**src/rtl/swd_rc_pkg.sv**
```systemverilog
package swd_rc_pkg;
  localparam int unsigned ACK_W  = 3;
  localparam int unsigned ST_W   = 4;
  localparam int unsigned HDR_W  = 8;
  localparam int unsigned REG_AW = 2;

  localparam logic [ACK_W-1:0] ACK_OK    = 3'b001;
  localparam logic [ACK_W-1:0] ACK_WAIT  = 3'b010;
  localparam logic [ACK_W-1:0] ACK_FAULT = 3'b100;

  localparam logic [ST_W-1:0] ST_OK      = 4'b0001;
  localparam logic [ST_W-1:0] ST_PARITY  = 4'b1000;
  localparam logic [ST_W-1:0] ST_TIMEOUT = 4'b1001;

  // bit positions of the sticky-clear flags in the DP abort register
  localparam int unsigned CLR_CMP_BIT  = 1;
  localparam int unsigned CLR_ERR_BIT  = 2;
  localparam int unsigned CLR_WDE_BIT  = 3;
  localparam int unsigned CLR_ORUN_BIT = 4;

  typedef enum logic [1:0] {
    OP_WRITE = 2'd0,
    OP_READ  = 2'd1,
    OP_FLUSH = 2'd2,
    OP_FLUSH_ALT = 2'd3
  } op_e;

  typedef enum logic [1:0] {
    OC_DONE,
    OC_DATA,
    OC_WAIT,
    OC_ERR
  } outcome_e;

  typedef enum logic [2:0] {
    S_IDLE,
    S_GO,
    S_BUSY,
    S_AB_GO,
    S_AB_BUSY,
    S_FL_GO,
    S_FL_BUSY,
    S_RESP
  } state_e;
endpackage

```
**src/rtl/swd_rc_hdr.sv**
```systemverilog
module swd_rc_hdr
  import swd_rc_pkg::*;
#(
  parameter int unsigned DATA_W = 32
) (
  input  logic              is_ap,
  input  logic              is_read,
  input  logic [REG_AW-1:0] addr,
  input  logic [DATA_W-1:0] wdata,
  output logic [HDR_W-1:0]  header,
  output logic              wparity
);
  logic hdr_par;

  always_comb begin
    hdr_par = ^{addr, is_read, is_ap};
    // park, stop, parity, address, read, ap, start
    header  = {1'b1, 1'b0, hdr_par, addr, is_read, is_ap, 1'b1};
    wparity = ^wdata;
  end
endmodule

```
**src/rtl/swd_rc_ackcls.sv**
```systemverilog
module swd_rc_ackcls
  import swd_rc_pkg::*;
#(
  parameter int unsigned DATA_W = 32
) (
  input  logic [ACK_W-1:0]  ack,
  input  logic              is_read,
  input  logic              is_abort,
  input  logic [DATA_W-1:0] rdata,
  input  logic              rparity,
  output outcome_e          outcome,
  output logic [ST_W-1:0]   err_code
);
  logic par_good;

  always_comb begin
    par_good = (rparity == (^rdata));
    outcome  = OC_ERR;
    err_code = {1'b0, ack};
    if (ack == ACK_OK) begin
      if (is_read && !is_abort) begin
        if (par_good) begin
          outcome  = OC_DATA;
          err_code = ST_OK;
        end else begin
          outcome  = OC_ERR;
          err_code = ST_PARITY;
        end
      end else begin
        outcome  = OC_DONE;
        err_code = ST_OK;
      end
    end else if (ack == ACK_WAIT && !is_abort) begin
      outcome  = OC_WAIT;
      err_code = ST_OK;
    end
  end
endmodule

```
**src/rtl/swd_rc_waitcnt.sv**
```systemverilog
module swd_rc_waitcnt #(
  parameter int unsigned LIMIT = 3
) (
  input  logic clk,
  input  logic rst_n,
  input  logic clr,
  input  logic inc,
  output logic at_limit
);
  localparam int unsigned CNT_W = $clog2(LIMIT + 2);
  localparam logic [CNT_W-1:0] LIM_V = CNT_W'(LIMIT);

  logic [CNT_W-1:0] cnt_q;

  always_ff @(posedge clk or negedge rst_n) begin
    if (!rst_n)   cnt_q <= '0;
    else if (clr) cnt_q <= '0;
    else if (inc) cnt_q <= cnt_q + 1'b1;
  end

  assign at_limit = (cnt_q == LIM_V);

  AST_WAIT_CNT_BOUND: assert property (@(posedge clk) disable iff (!rst_n)
    cnt_q <= LIM_V);
  AST_NO_INC_AT_LIMIT: assert property (@(posedge clk) disable iff (!rst_n)
    inc |-> !at_limit);
endmodule

```
**src/rtl/swd_retry_ctrl.sv**
```systemverilog
module swd_retry_ctrl
  import swd_rc_pkg::*;
#(
  parameter int unsigned DATA_W      = 32,
  parameter int unsigned IDLE_W      = 8,
  parameter int unsigned FLUSH_IDLE  = 8,
  parameter int unsigned RETRY_LIMIT = 3
) (
  input  logic              clk,
  input  logic              rst_n,
  input  logic              req_valid,
  output logic              req_ready,
  input  logic [1:0]        req_op,
  input  logic              req_ap,
  input  logic [1:0]        req_addr,
  input  logic [DATA_W-1:0] req_wdata,
  input  logic [IDLE_W-1:0] req_ap_idle,
  output logic              rsp_valid,
  input  logic              rsp_ready,
  output logic              rsp_is_flush,
  output logic [3:0]        rsp_status,
  output logic [DATA_W-1:0] rsp_rdata,
  output logic              eng_start,
  output logic              eng_idle_only,
  output logic [7:0]        eng_header,
  output logic [DATA_W-1:0] eng_wdata,
  output logic              eng_wparity,
  output logic [IDLE_W-1:0] eng_idle_cnt,
  input  logic              eng_done,
  input  logic [2:0]        eng_ack,
  input  logic [DATA_W-1:0] eng_rdata,
  input  logic              eng_rparity
);
  localparam logic [DATA_W-1:0] ABORT_DATA =
    (DATA_W'(1) << CLR_CMP_BIT) | (DATA_W'(1) << CLR_ERR_BIT) |
    (DATA_W'(1) << CLR_WDE_BIT) | (DATA_W'(1) << CLR_ORUN_BIT);
  localparam logic [IDLE_W-1:0] FLUSH_CNT = IDLE_W'(FLUSH_IDLE);

  state_e              state_q;
  logic                rq_ap, rq_rd;
  logic [1:0]          rq_addr;
  logic [DATA_W-1:0]   rq_wdata;
  logic [IDLE_W-1:0]   rq_idle;
  logic [ST_W-1:0]     status_q;
  logic [DATA_W-1:0]   rsp_data_q;
  logic [ST_W-1:0]     rsp_status_q;
  logic                rsp_flush_q;

  logic [HDR_W-1:0]    rq_hdr, ab_hdr;
  logic                rq_wpar, ab_wpar;
  outcome_e            outcome;
  logic [ST_W-1:0]     err_code;
  logic                at_limit, cnt_clr, cnt_inc;
  logic                in_abort, in_flush, accept;

  // header and parity for the queued request and for the abort write
  swd_rc_hdr #(.DATA_W(DATA_W)) u_hdr_req (
    .is_ap(rq_ap), .is_read(rq_rd), .addr(rq_addr), .wdata(rq_wdata),
    .header(rq_hdr), .wparity(rq_wpar)
  );
  swd_rc_hdr #(.DATA_W(DATA_W)) u_hdr_abort (
    .is_ap(1'b0), .is_read(1'b0), .addr(2'b00), .wdata(ABORT_DATA),
    .header(ab_hdr), .wparity(ab_wpar)
  );

  swd_rc_ackcls #(.DATA_W(DATA_W)) u_ackcls (
    .ack(eng_ack), .is_read(rq_rd), .is_abort(state_q == S_AB_BUSY),
    .rdata(eng_rdata), .rparity(eng_rparity),
    .outcome(outcome), .err_code(err_code)
  );

  swd_rc_waitcnt #(.LIMIT(RETRY_LIMIT)) u_waitcnt (
    .clk(clk), .rst_n(rst_n), .clr(cnt_clr), .inc(cnt_inc), .at_limit(at_limit)
  );

  always_comb begin
    accept   = (state_q == S_IDLE) && req_valid;
    in_abort = (state_q == S_AB_GO) || (state_q == S_AB_BUSY);
    in_flush = (state_q == S_FL_GO) || (state_q == S_FL_BUSY);
    cnt_clr  = accept;
    cnt_inc  = (state_q == S_BUSY) && eng_done && (outcome == OC_WAIT) && !at_limit;
  end

  // request and response stream pins
  assign req_ready    = (state_q == S_IDLE);
  assign rsp_valid    = (state_q == S_RESP);
  assign rsp_is_flush = rsp_flush_q;
  assign rsp_status   = rsp_status_q;
  assign rsp_rdata    = rsp_data_q;

  // engine command: held stable for the whole operation
  always_comb begin
    eng_start     = (state_q == S_GO) || (state_q == S_AB_GO) || (state_q == S_FL_GO);
    eng_idle_only = in_flush;
    eng_header    = in_abort ? ab_hdr     : rq_hdr;
    eng_wdata     = in_abort ? ABORT_DATA : rq_wdata;
    eng_wparity   = in_abort ? ab_wpar    : rq_wpar;
    if (in_flush)               eng_idle_cnt = FLUSH_CNT;
    else if (in_abort || !rq_ap) eng_idle_cnt = '0;
    else                        eng_idle_cnt = rq_idle;
  end

  always_ff @(posedge clk or negedge rst_n) begin
    if (!rst_n) begin
      state_q      <= S_IDLE;
      rq_ap        <= 1'b0;
      rq_rd        <= 1'b0;
      rq_addr      <= '0;
      rq_wdata     <= '0;
      rq_idle      <= '0;
      status_q     <= ST_OK;
      rsp_data_q   <= '0;
      rsp_status_q <= ST_OK;
      rsp_flush_q  <= 1'b0;
    end else begin
      case (state_q)
        S_IDLE: if (req_valid) begin
          rq_ap    <= req_ap;
          rq_rd    <= (req_op == OP_READ);
          rq_addr  <= req_addr;
          rq_wdata <= req_wdata;
          rq_idle  <= req_ap_idle;
          if (req_op[1])              state_q <= S_FL_GO;
          else if (status_q != ST_OK) state_q <= S_IDLE;
          else                        state_q <= S_GO;
        end
        S_GO: state_q <= S_BUSY;
        S_BUSY: if (eng_done) begin
          case (outcome)
            OC_DATA: begin
              rsp_data_q   <= eng_rdata;
              rsp_status_q <= ST_OK;
              rsp_flush_q  <= 1'b0;
              state_q      <= S_RESP;
            end
            OC_DONE: state_q <= S_IDLE;
            OC_WAIT: begin
              if (at_limit) begin
                status_q <= ST_TIMEOUT;
                state_q  <= S_IDLE;
              end else begin
                state_q  <= S_AB_GO;
              end
            end
            default: begin
              status_q <= err_code;
              state_q  <= S_IDLE;
            end
          endcase
        end
        S_AB_GO: state_q <= S_AB_BUSY;
        S_AB_BUSY: if (eng_done) begin
          if (outcome == OC_DONE) begin
            state_q <= S_GO;
          end else begin
            status_q <= err_code;
            state_q  <= S_IDLE;
          end
        end
        S_FL_GO: state_q <= S_FL_BUSY;
        S_FL_BUSY: if (eng_done) begin
          rsp_status_q <= status_q;
          rsp_flush_q  <= 1'b1;
          rsp_data_q   <= '0;
          status_q     <= ST_OK;
          state_q      <= S_RESP;
        end
        S_RESP: if (rsp_ready) state_q <= S_IDLE;
        default: state_q <= S_IDLE;
      endcase
    end
  end

  AST_DP_NO_IDLE: assert property (@(posedge clk) disable iff (!rst_n)
    (eng_start && !eng_idle_only && !eng_header[1]) |-> (eng_idle_cnt == '0));
  AST_RETRY_AFTER_ABORT: assert property (@(posedge clk) disable iff (!rst_n)
    (state_q == S_AB_BUSY && eng_done && eng_ack == ACK_OK)
      |=> (eng_start && !eng_idle_only && eng_header == rq_hdr));
  AST_DROP_WHEN_ERR: assert property (@(posedge clk) disable iff (!rst_n)
    (accept && !req_op[1] && status_q != ST_OK) |=> (!eng_start && !rsp_valid));
  AST_FLUSH_CLEARS: assert property (@(posedge clk) disable iff (!rst_n)
    (state_q == S_FL_BUSY && eng_done)
      |=> (rsp_valid && rsp_is_flush && status_q == ST_OK));
  AST_RSP_HOLD: assert property (@(posedge clk) disable iff (!rst_n)
    (rsp_valid && !rsp_ready) |=> (rsp_valid && $stable(rsp_rdata)
      && $stable(rsp_status) && $stable(rsp_is_flush)));
  AST_NO_ACCEPT_WHILE_RSP: assert property (@(posedge clk) disable iff (!rst_n)
    rsp_valid |-> !req_ready);
  AST_DATA_RSP_OK: assert property (@(posedge clk) disable iff (!rst_n)
    (rsp_valid && !rsp_is_flush) |-> (rsp_status == ST_OK));
endmodule

```
**config.mk**
```make
export PLATFORM = sky130hd
export DESIGN_NAME = swd_retry_ctrl
export DESIGN_NICKNAME = d
export VERILOG_FILES = /design/src/rtl/swd_rc_pkg.sv /design/src/rtl/swd_rc_hdr.sv /design/src/rtl/swd_rc_ackcls.sv /design/src/rtl/swd_rc_waitcnt.sv /design/src/rtl/swd_retry_ctrl.sv
export SDC_FILE = /design/constraint.sdc
export NUM_CORES = 1
export LEC_CHECK = 0
export CAP_MARGIN = 15
export CORE_MARGIN = 8
export CORE_UTILIZATION = 47
export CTS_CLUSTER_DIAMETER = 150
export DETAILED_ROUTE_END_ITERATION = 8
export PLACE_DENSITY = 0.92
export SLEW_MARGIN = 20
export SYNTH_ARGS = -nofsm -noshare
export SYNTH_HDL_FRONTEND = slang
export SYNTH_HIERARCHICAL = 1
export SYNTH_SLANG_ARGS = --single-unit
```
**constraint.sdc**
```tcl
create_clock -name clk -period 3.2 [get_ports clk]
set_input_delay 0.64 -clock clk [delete_from_list [all_inputs] [get_ports clk]]
set_output_delay 0.64 -clock clk [all_outputs]
set_load 0.02 [all_outputs]
```
# Word-level counts from Yosys, hierarchy flattened
# Cells that the tools add are included.
# word_totals
reg_bits,91
in_bits,86
out_inout_bits,90
word_cells,108
# op_classes
add_sub_neg,1
eq_ne,24
n_mux,45
n_reduce_logical,27
# op_table
cell,count
32-bit two-way mux,4
32-bit one-hot mux with 2 select lines,1
32-bit parity,2
4-bit two-way mux,11
3-bit two-way mux,9
3-bit one-hot mux with 8 select lines,1
8-bit two-way mux,2
4-bit one-hot mux with 2 select lines,2
"3-bit by 2-bit == test with 1-bit output, second input constant",4
"3-bit == test, second input constant",4
"2-bit != test, second input constant",6
4-bit one-hot mux with 3 select lines,1
2-bit two-way mux,4
1-bit two-way mux,7
7-bit AND reduction,1
"3-bit by 1-bit == test with 1-bit output, second input constant",2
1-bit logical AND,6
6-bit two-way mux,1
3-bit one-hot mux with 2 select lines,1
1-bit logical OR,5
5-bit AND reduction,1
"2-bit by 1-bit == test with 1-bit output, second input constant",2
"2-bit by 1-bit != test with 1-bit output, second input constant",2
"4-bit by 1-bit != test with 1-bit output, second input constant",1
other kinds (14),17

# Longest topological paths before layout
# Gate-level depths: netlist of the first run.
# depth
word_depth,10
depth_mapped,13
ltp_nobuf,12

# Hierarchy
# Netlist of the first run, hierarchy kept.
# modules_own_cells
mod,n_inst,cells_per_inst,area_per_inst_um2,seq_area_each_um2
swd_retry_ctrl,1,383,4227.8,2204.6
swd_rc_hdr,2,44,365.4,0.0
swd_rc_ackcls,1,45,370.4,0.0
swd_rc_waitcnt,1,12,141.4,75.1

# Least setup slack after synthesis of the first run
# Ideal clock, no wire load.
# synth_path
path_type,input port to flip-flop
start,in eng_rdata[10]
end,reg status_q[0]
setup_time_ps,75
t_arrival_ps,2834
t_required_ps,3125
setup_slack_ps,291
stages,11
n_path_buf,0
path_cell_list,xnor2_1 -> xnor2_1 -> xnor2_1 -> xnor3_1 -> xnor2_1 -> o21ai_0 -> ha_1 -> nor2b_1 -> o31ai_1 -> a31oi_2 -> mux2i_1
# synth_between
elab_chain_len,10
word_cells_on_any_way,21
classes_between,6 x eq/ne; 11 x mux; 4 x reduce/logical
# synth_lines
element,line,source
from (decl),swd_retry_ctrl.sv:31,"input logic [DATA_W-1:0] eng_rdata,"
32-bit parity *,swd_rc_ackcls.sv:17,par_good = (rparity == (^rdata));
1-bit == test *,swd_rc_ackcls.sv:17,
2-bit two-way mux *,swd_rc_ackcls.sv:22,if (par_good) begin
2-bit two-way mux *,swd_rc_ackcls.sv:21,if (is_read && !is_abort) begin
2-bit two-way mux *,swd_rc_ackcls.sv:20,if (ack == ACK_OK) begin
named net outcome[1],swd_retry_ctrl.sv:51,outcome_e outcome;
2-bit by 1-bit == test with 1-bit output or 2-bit zero test (tied branches),"swd_retry_ctrl.sv:129, swd_retry_ctrl.sv:153",
2-bit OR reduction (no source line),--,
4-bit one-hot mux with 2 select lines,swd_retry_ctrl.sv:129,case (outcome)
4-bit two-way mux,swd_retry_ctrl.sv:128,S_BUSY: if (eng_done) begin
4-bit one-hot mux with 3 select lines,swd_retry_ctrl.sv:116,case (state_q)
to (signal assigned),swd_retry_ctrl.sv:146,status_q <= err_code;
to (signal assigned),swd_retry_ctrl.sv:156,status_q <= err_code;
to (decl),swd_retry_ctrl.sv:44,logic [ST_W-1:0] status_q;
# Mark *: on every way through the listed nets, which the timed path passes. The rest lies on a longest branch. The select of a mux whose other input is x is not followed.
# A chain may end at the register's enable or synchronous reset.

# Worst setup path after layout of the first run
# layout_path
start,in eng_rdata[7]
end,reg status_q[1]
# The elaborated chain is that of the path after synthesis.

==> summary.md, run 1 <==
| Metric | Value |
|---|---|
| Outcome | `finished, final reports clean` |
| Dpl cells | `849` |
| Final worst-path cycle share | `0.977` |
| Final Hold Viols | `0` |
| Slew HR | `0.545` |
| CTS tree | `done` |
| Clock Sinks | `91` |
| Crit path max fanout | `4` |
| Hpwl dp | `10800 um` |
| Max clock buf depth | `2` |
| Site row count | `39` |
| Setup WS pre-CTS | `-501 ps` |
| Initial Utilization | `0.481` |
| Tot Pwr | `9130 uW` |
| Input/output buffers | `172` |
| Worst vdd ir | `0.762 mV` |
| Worst-margin pin slew | `683 ps` |
| Die ar. | `0.0153 sq mm` |
| Via density | `5.00` |
| Drt wl/cell | `17.1 um` |
| Cell count after synthesis | `528` |
| Clk Latency, worst-skew pair | `340 ps` |
| Flops & latches, synth | `91` |
| DRC Markers | `0` |
| Req. time, crit path | `3460 ps` |
| Fin crit period | `3130 ps` |
| Fin cells | `871` |
| Die W | `124 um` |
| Setup TNS | `0 ps` |
| Largest net degree at the start of global routing | `49` |
| Crit path buf inv count | `1` |
| Crit path cell chain | `clkdlybuf4s50_1, xnor2_2, xnor2_2, xnor2_1, xnor3_1, xnor2_2, o21ai_2, ha_2, nor2b_4, o31ai_4, a31oi_4, mux2i_1` |
| Post-DP Area | `0.00733 sq mm` |
| Reg2reg end | `status_q[1]$_DFFE_PN0P_` |
| Gr usage total | `0.187` |
| Core Box Area | `0.0114 sq mm` |
| CP max stage cell | `clkdlybuf4s50_1` |
| Max Clock Freq | `320 MHz` |
| Initial antenna violation count | `1` |
| Vias in the first global route | `4660` |
| Post-synthesis cell area | `0.00547 sq mm` |
| Setup WS post-layout | `73.2 ps` |
| Iteration-0 DRC Markers | `289` |
| Placer Congestion | `0.817` |
| Post-route ant nets | `0` |
| First-pass GRT wire length | `22600 um` |
| Reg2Reg Depth | `11` |
| Prevailing post-synth register cell | `dfrtp_1` |
| Reg2reg setup slack | `300 ps` |
| First-pass DRT Iterations | `4` |
| Most frequent cells in the layout | `clkdlybuf4s50_1 (156), dfrtp_1 (86), xnor2_1 (79)` |
| Lkg Pwr | `0.00354 uW` |
| Layout cells sized above 1 | `0.165` |
| Delay-heaviest family, CP | `XOR/XNOR gates` |
| Final Cell Area | `0.00793 sq mm` |
| H-tree Lvls | `3` |
| Avg Inst Size Synth | `10.4 sq um` |
| Remaining Overflow, GRT | `0` |
| Layout Nets | `813` |
| Setup Viol. Count Final | `0` |
| CP Launch Type | `input port` |
| Crit path top cell by count | `xnor2_2` |
| Pwr Density | `1150 mW/mm^2` |
| Critical Path Max Stage Delay | `470 ps` |
| Die height | `124 um` |
| CP Data Arrival Time | `3380 ps` |
| Final Skew | `7.22 ps` |
| Warnings from Yosys | `6` |
| Max-Cap Viols | `0` |
| Slew Limit Fails | `0` |
| Netlist cell types | `57` |
| Vias | `4356` |
| Clk root buf | `clkbuf_16` |
| Seq/Total Area, Yosys | `0.417` |
| Area growth, synth to finish | `44.9%` |
| IO Pins | `176` |
| Setup CP Type | `in -> reg` |
| Most common cell after layout, fill and taps aside | `clkdlybuf4s50_1` |
| EDFF count, synth | `0` |
| CP endpoint kind | `flop` |
| Hold WC Path Type | `in -> async` |
| Fraction of registers with async set/reset | `1.00` |
| WL final | `14900 um` |
| Clk slew on worst S/H paths | `70 ps` |
| Worst r2r src | `state_q[2]$_DFFE_PN0P_` |
| CTS Buf Count | `9` |
==> metal layers <==
metal,wire length [um],vias up,GRT usage
li1,-,2067,-
met1,5620,2124,0.202
met2,8000,131,0.338
met3,812,34,0.0440
met4,482,0,0.0895
met5,0,-,0
==> registers in the layout (all words and copies together), names as in the netlist <==
| register | cells |
|---|---|
| rsp_status | 4 |
| rq_rd | 1 |
| rq_addr | 2 |
| rq_idle | 8 |
| u_waitcnt/cnt_q | 3 |
| rsp_is_flush | 1 |
| rq_wdata | 32 |
| status_q | 4 |
| rsp_rdata | 32 |
| state_q | 3 |
| rq_ap | 1 |
==> worst max-delay path by stage <==
stage / startpoint / endpoint / slack [ps] / cells past startpoint
floorplan: eng_rdata[10] / status_q[0]$_DFFE_PN1P_ / 290 / 11
global placement: eng_rdata[25] / status_q[1]$_DFFE_PN0P_ / -380 / 12
detailed placement: eng_rdata[25] / status_q[1]$_DFFE_PN0P_ / -500 / 12
CTS: eng_rdata[12] / status_q[1]$_DFFE_PN0P_ / 3 / 12
global route: eng_rdata[7] / status_q[2]$_DFFE_PN0P_ / -40 / 12
finish: eng_rdata[7] / status_q[1]$_DFFE_PN0P_ / 70 / 12
==> metrics by stage <==
| stage | util | hold slack (ps) |
|---|---|---|
| floorplan | - | 344 |
| global placement | 0.644 | 455 |
| detailed placement | 0.644 | 461 |
| CTS | 0.675 | 319 |
| global route | 0.697 | 343 |
| finish | 0.697 | 302 |
==> final cells by class <==
cell class | count | area, sq um
Timing Repair Buffer | 185 | 1950
Sequential cell | 91 | 2280
Fill cell | 792 | 3440
Antenna cell | 2 | 5.00
Multi-Input combinational cell | 422 | 3150
Inverter | 12 | 45.0
Clock buffer | 11 | 253
Tap cell | 143 | 179
Clock inverter | 5 | 60.1
==> synth_stat cells (all sizes together) (2+ instances only) <==
cell type,n,area (sq um)
a21oi,5,28.8
a22o,2,17.5
a32o,3,30.0
a32oi,2,17.5
and2,36,228
and2b,2,16.3
and3,2,12.5
buf,31,262
clkbuf,12,45.0
conb,6,22.5
dfrtp,89,2230
dfstp,2,52.6
ha,6,75.1
inv,12,45.0
mux2,52,608
mux2i,5,50.1
nand2,71,267
nand2b,7,43.8
nand3b,2,15.0
nor2,6,22.5
nor2b,5,31.3
nor3,2,15.0
nor3b,7,63.8
nor4,2,18.8
o21ai,39,195
xnor2,88,771
xor2,12,105
==> power breakdown <==
part	switching (uW)	internal, uW
clock	460	651
combinational	2770	3100
sequential	449	1700
==> what timing repair did <==
item                       in CTS  in global routing
setup buffers                   0                  2
gates resized for setup         8                 41
hold buffers                    0                  0
cloned                          0                  2
pin swaps                       8                 17
setup endpoints to repair      47                 61
==> kinds of logic (layout without fill, tap and decap cells) <==
logic type,count (synthesis),after routing,synth area share
compound gates,65,65,0.0755
fa+ha+maj,6,6,0.0137
mux,57,57,0.120
flops,91,91,0.417
other cells,6,48,0.00412
xor+xnor,101,101,0.164
simple gates,147,147,0.141
buf+inv,55,213,0.0643
==> worst register-to-register path, delay by kind of cell, from the launching register on <==
family                     cells  cell delay, ps
AOI/OAI and AO/OA              3             470
adders and majority gates      1             220
buffers and inverters          1             140
DFF                            1             540
muxes                          1             250
and+or+nand+nor                5            1190
Power figures use the tool's default switching activity.
==> inputs of run 2 (changes only) <==
--- a/config.mk
+++ b/config.mk
@@ -6,7 +6,7 @@
 export NUM_CORES = 1
 export LEC_CHECK = 0
 export CAP_MARGIN = 15
-export CORE_MARGIN = 8
+export CORE_MARGIN = 2
 export CORE_UTILIZATION = 47
 export CTS_CLUSTER_DIAMETER = 150
 export DETAILED_ROUTE_END_ITERATION = 8
==> run 2 against run 1 <==
Power is 0.43% lower. Worst hold slack better by 61 ps. Core utilization shrank 0.34 points. Sequential share of layout area increased by 0.14 points. Sequential power barely moved. Via count up 0.60%. Clock power hardly changed. Critical endpoint is now rsp_rdata[12]$_DFFE_PN0P_.
==> summary.md, run 2 (same netlist as run 1, synthesis figures left out) <==
| Metric | Value |
|---|---|
| Slew Limit Fails | `0` |
| Post-DP Area | `0.00732 sq mm` |
| CP Data Arrival Time | `3310 ps` |
| H-tree Lvls | `3` |
| P_int | `5450 uW` |
| Layout Nets | `816` |
| Crit. path cell count | `13` |
| Die height | `112 um` |
| Crit path cell chain | `clkdlybuf4s50_1, xor2_1, xnor2_1, xnor2_1, xnor3_1, xnor2_2, o21ai_2, inv_2, ha_4, o211ai_4, buf_12, bufbuf_16, o21ai_0` |
| Die W | `112 um` |
| Core Box Area | `0.0114 sq mm` |
| Vias in the first global route | `4688` |
| CP max stage cell | `clkdlybuf4s50_1` |
| Drt wl/cell | `15.9 um` |
| First-pass GRT wire length | `22500 um` |
| Hpwl dp | `9530 um` |
| Worst-margin pin slew | `846 ps` |
| CTS Buf Count | `9` |
| Setup Viol. Count Final | `0` |
| Placer Congestion | `0.865` |
| Iteration-0 DRC Markers | `160` |
| Final Hold Viols | `0` |
| Initial antenna violation count | `0` |
| Slew HR | `0.436` |
| Final worst-path cycle share | `0.968` |
| Clk root buf | `clkbuf_16` |
| Outcome | `finished, final reports clean` |
| IO Pins | `176` |
| Delay-heaviest family, CP | `buffers and inverters` |
| Hold WC Path Type | `in -> async` |
| Site row count | `39` |
| Max-Cap Viols | `0` |
| Req. time, crit path | `3410 ps` |
| Final Skew | `11.0 ps` |
| Multi-input gate area | `0.00312 sq mm` |
| Area growth, synth to finish | `44.2%` |
| Setup CP Type | `in -> reg` |
| Reg2Reg Depth | `12` |
| Sw frac | `0.401` |
| Clk slew on worst S/H paths | `80 ps` |
| Post-route ant nets | `0` |
| Max clock buf depth | `2` |
| Post-CTS Hold Fix Bufs | `0` |
| Pwr Density | `1150 mW/mm^2` |
| Lkg Pwr | `0.00351 uW` |
| Crit path top cell by count | `xnor2_1` |
| P_sw | `3650 uW` |
| Clk Latency, worst-skew pair | `340 ps` |
| Combinational power share | `0.645` |
| FILL cells | `837` |
| Remaining Overflow, GRT | `0` |
| Most common cell after layout, fill and taps aside | `clkdlybuf4s50_1` |
| Max Clock Freq | `323 MHz` |
| Vias | `4382` |
| Critical Path Max Stage Delay | `530 ps` |
| Reg area | `0.00228 sq mm` |
| Ant diodes | `0` |
| CP Launch Type | `input port` |
| Crit path max fanout | `14` |
| Gr usage total | `0.220` |
| Tot Pwr | `9090 uW` |
| Die ar. | `0.0125 sq mm` |
| Clock Sinks | `91` |
| Clock power share | `0.120` |
| CP endpoint kind | `flop` |
| Layout cells sized above 1 | `0.162` |
| First-pass DRT Iterations | `4` |
| Sequential Power Share | `0.235` |
| Crit path buf inv count | `4` |
| Via density | `5.03` |
| CTS tree | `done` |
| Input/output buffers | `172` |
| Largest net degree at the start of global routing | `92` |
| WL final | `13900 um` |
| Final Core Density | `0.694` |
| Worst vdd ir | `0.743 mV` |
| Initial Utilization | `0.481` |
| Final Cell Area | `0.00789 sq mm` |
| DRC Markers | `0` |
| Most frequent cells in the layout | `clkdlybuf4s50_1 (159), dfrtp_1 (86), xnor2_1 (80)` |
| Fin crit period | `3100 ps` |
==> run 2: metrics by stage <==
| stage | worst slack [ps] | instances | setup TNS (ps) | hold slack (ps) |
|---|---|---|---|---|
| 2_1_floorplan | 291 | 568 | 0 | 344 |
| 3_5_place_dp | -541 | 850 | -22480 | 455 |
| 6_report | 103 | 872 | 0 | 363 |
| 5_1_grt | -16.4 | 872 | -18.9 | 438 |
| 3_3_place_gp | -430 | 850 | -17420 | 455 |
| 4_1_cts | 3.67 | 869 | 0 | 465 |
==> run 2: layout make-up <==
cell class	instances	share of cell area
Clock buffer	11	0.0308
Clock inverter	5	0.00777
Sequential cell	91	0.289
Multi-Input combinational cell	422	0.396
Inverter	12	0.00571
Timing Repair Buffer	188	0.248
Tap cell	143	0.0227
==> run 2: path summary, 6_finish.rpt <==
check                                           from                             end  slack, ps
setup / recovery                        eng_rdata[8]       rsp_rdata[12]$_DFFE_PN0P_        100
hold / removal                                 rst_n       rsp_rdata[15]$_DFFE_PN0P_        360
setup reg to reg              state_q[2]$_DFFE_PN0P_  u_waitcnt/cnt_q[1]$_DFFE_PN0P_        520
hold reg to reg            rsp_status[0]$_DFFE_PN1P_       rsp_status[0]$_DFFE_PN1P_        460
max in group asynchronous                      rst_n          state_q[1]$_DFFE_PN0P_       2220
min in group clk           rsp_status[0]$_DFFE_PN1P_       rsp_status[0]$_DFFE_PN1P_        460
==> run 2: timing repair <==
item,in CTS,in global routing
pin swaps,5,15
gates resized for setup,9,30
buffers inserted,1,3
setup endpoints to repair,53,58
hold endpoints to repair,0,0
gates cloned,2,0
==> run 2: power by group through the flow <==
stage	registers [uW]	logic, uW	clock network [uW]
floorplan	2280	3700	0
global placement	2100	5580	0
detailed placement	2150	5710	0
CTS	2140	5810	1110
global route	2220	6250	1160
finish	2140	5860	1090
==> run 2: layer usage <==
metal / GRT usage / share of wire
met1: 0.255 / 0.39
met2: 0.398 / 0.52
met3: 0.0354 / 0.043
met4: 0.102 / 0.043
met5: 0 / 0
==> inputs of run 3 (changes only) <==
--- a/config.mk
+++ b/config.mk
@@ -6,11 +6,12 @@
 export NUM_CORES = 1
 export LEC_CHECK = 0
 export CAP_MARGIN = 15
-export CORE_MARGIN = 2
+export CORE_MARGIN = 5
 export CORE_UTILIZATION = 47
 export CTS_CLUSTER_DIAMETER = 150
 export DETAILED_ROUTE_END_ITERATION = 8
 export PLACE_DENSITY = 0.92
+export SETUP_SLACK_MARGIN = 0.02
 export SLEW_MARGIN = 20
 export SYNTH_ARGS = -nofsm -noshare
 export SYNTH_HDL_FRONTEND = slang
==> run 3 against run 2 <==
Worst hold slack worse by 18 ps. Clock-buffer cell count unchanged. Wire length down 0.44%. Non-clock buffer count down 3. Worst setup slack better by 25 ps. Clock power down 9.6%. Global-route usage down 2.3 points. Critical endpoint is now status_q[1]$_DFFE_PN0P_. Largest cell class unchanged. Largest power group unchanged.
==> summary.md, run 3 (same netlist as run 1, synthesis figures left out) <==
| Metric | Value |
|---|---|
| First-pass DRT Iterations | `4` |
| Hold WC Path Type | `in -> async` |
| Vias | `4249` |
| Die W | `118 um` |
| CTS tree | `done` |
| First-pass GRT wire length | `22600 um` |
| GRT Max-Usage Layer | `met2` |
| Initial Utilization | `0.479` |
| Clk slew on worst S/H paths | `70 ps` |
| Grt met2 use | `0.353` |
| Setup Viol. Count Final | `0` |
| Largest net degree at the start of global routing | `92` |
| Die height | `118 um` |
| Slew HR | `0.442` |
| Max clock buf depth | `2` |
| Clock Sinks | `91` |
| CTS Buf Count | `9` |
| Pwr Density | `1150 mW/mm^2` |
| Gr usage total | `0.197` |
| Crit path max fanout | `4` |
| Initial antenna violation count | `0` |
| Clk Latency, worst-skew pair | `340 ps` |
| RSZ-0062 raised after global routing | `no` |
| Hold slack | `344 ps` |
| Core Box Area | `0.0114 sq mm` |
| Slew Limit Fails | `0` |
| Via density | `4.89` |
| Max Clock Freq | `325 MHz` |
| Worst vdd ir | `0.817 mV` |
| Outcome | `finished, final reports clean` |
| CP max stage cell | `clkdlybuf4s50_1` |
| Final Skew | `8.34 ps` |
| Hpwl dp | `10000 um` |
| Fin cells | `869` |
| Multi-input gate area | `0.00312 sq mm` |
| DRC Markers | `0` |
| Final Hold Viols | `0` |
| Remaining Overflow, GRT | `0` |
| Ant diodes | `0` |
| Placer Congestion | `0.880` |
| Fin crit period | `3070 ps` |
| Lkg Pwr | `0.00349 uW` |
| Critical Path Max Stage Delay | `500 ps` |
| Setup WS post-layout | `127 ps` |
| CP Data Arrival Time | `3330 ps` |
| Worst-margin pin slew | `838 ps` |
| Met1 Usage GRT | `0.230` |
| Post-CTS Hold Fix Bufs | `0` |
| Area growth, synth to finish | `42.3%` |
| Vias in the first global route | `4492` |
| Max-Cap Viols | `0` |
| Setup bufs post-CTS | `0` |
| Dpl cells | `853` |
| Clk root buf | `clkbuf_16` |
| Req. time, crit path | `3460 ps` |
| Post-route ant nets | `0` |
| Crit path top cell by count | `xnor2_1` |
| CP endpoint kind | `flop` |
| Die ar. | `0.0139 sq mm` |
| H-tree Lvls | `3` |
| Most common cell after layout, fill and taps aside | `clkdlybuf4s50_1` |
| CP Launch Type | `input port` |
| WL final | `13800 um` |
| Reg area | `0.00228 sq mm` |
| Most frequent cells in the layout | `clkdlybuf4s50_1 (153), dfrtp_1 (88), xnor2_1 (83)` |
| Setup CP Type | `in -> reg` |
| Final Core Density | `0.682` |
| IO Pins | `176` |
| Setup WS pre-CTS | `-539 ps` |
| Drt wl/cell | `15.9 um` |
| Input/output buffers | `172` |
| Crit path cell chain | `clkdlybuf4s50_1, xnor2_1, xnor2_1, xnor2_1, xnor3_1, xnor2_2, o21ai_2, ha_2, nor2b_4, o31ai_4, a31oi_4, mux2i_1` |
| Layout Nets | `813` |
| Site row count | `39` |
| Tot Pwr | `8980 uW` |
| Final worst-path cycle share | `0.960` |
| FILL cells | `862` |
| Iteration-0 DRC Markers | `171` |
| Met3 Use GR | `0.0519` |
| Layout cells sized above 1 | `0.153` |
run 3: layout make-up:
class,instances,area share
Tap cell,143,0.0230
Multi-Input combinational cell,422,0.400
Sequential cell,91,0.293
Timing Repair Buffer,185,0.243
Clock buffer,11,0.0299
Inverter,12,0.00579
Clock inverter,5,0.00482
run 3: final timing paths:
| check | start | to | slack, ps | cells after the start |
|---|---|---|---|---|
| min in group clk | rsp_status[0]$_DFFE_PN1P_ | rsp_status[0]$_DFFE_PN1P_ | 470 | 2 |
| max | eng_rdata[12] | status_q[1]$_DFFE_PN0P_ | 130 | 12 |
| min reg2reg | rsp_status[0]$_DFFE_PN1P_ | rsp_status[0]$_DFFE_PN1P_ | 470 | 2 |
| min | rst_n | rsp_is_flush$_DFFE_PN0P_ | 340 | 1 |
| max reg2reg | state_q[2]$_DFFE_PN0P_ | status_q[1]$_DFFE_PN0P_ | 420 | 11 |
| max in group asynchronous | rst_n | u_waitcnt/cnt_q[2]$_DFFE_PN0P_ | 2250 | 1 |
run 3: layer usage:
layer	part of all wire	up-vias
met1	0.39	2052
met5	0	-
met2	0.54	119
met4	0.020	0
met3	0.054	22
li1	-	2056
run 3: through the flow:
step / TNS, ps / area (sq um)
global placement: -13710 / 7350
floorplan: 0 / 5620
finish: 0 / 7780
global route: 0 / 7780
detailed placement: -20170 / 7350
CTS: -1.68 / 7650
run 3: where the power goes:
part	leakage (uW)	total (uW)	internal, uW	switching, uW
combinational	0.00226	5860	3080	2780
clock	0.000127	985	532	453
sequential	0.00111	2130	1700	430
run 3: what timing repair did:
action                                  4_1_cts  5_1_grt
gates resized for setup                       9       34
pin swaps                                     5       22
endpoints found under the setup margin       51       55
run 3: worst max-delay path: cells and delay by family:
family | cells | cell delay, ps
AOI/OAI and AO/OA | 3 | 580
xor gates and xnor gates | 5 | 970
adders and majority gates | 1 | 210
buffers and inverters | 1 | 500
muxes | 1 | 240
and+or+nand+nor | 1 | 190
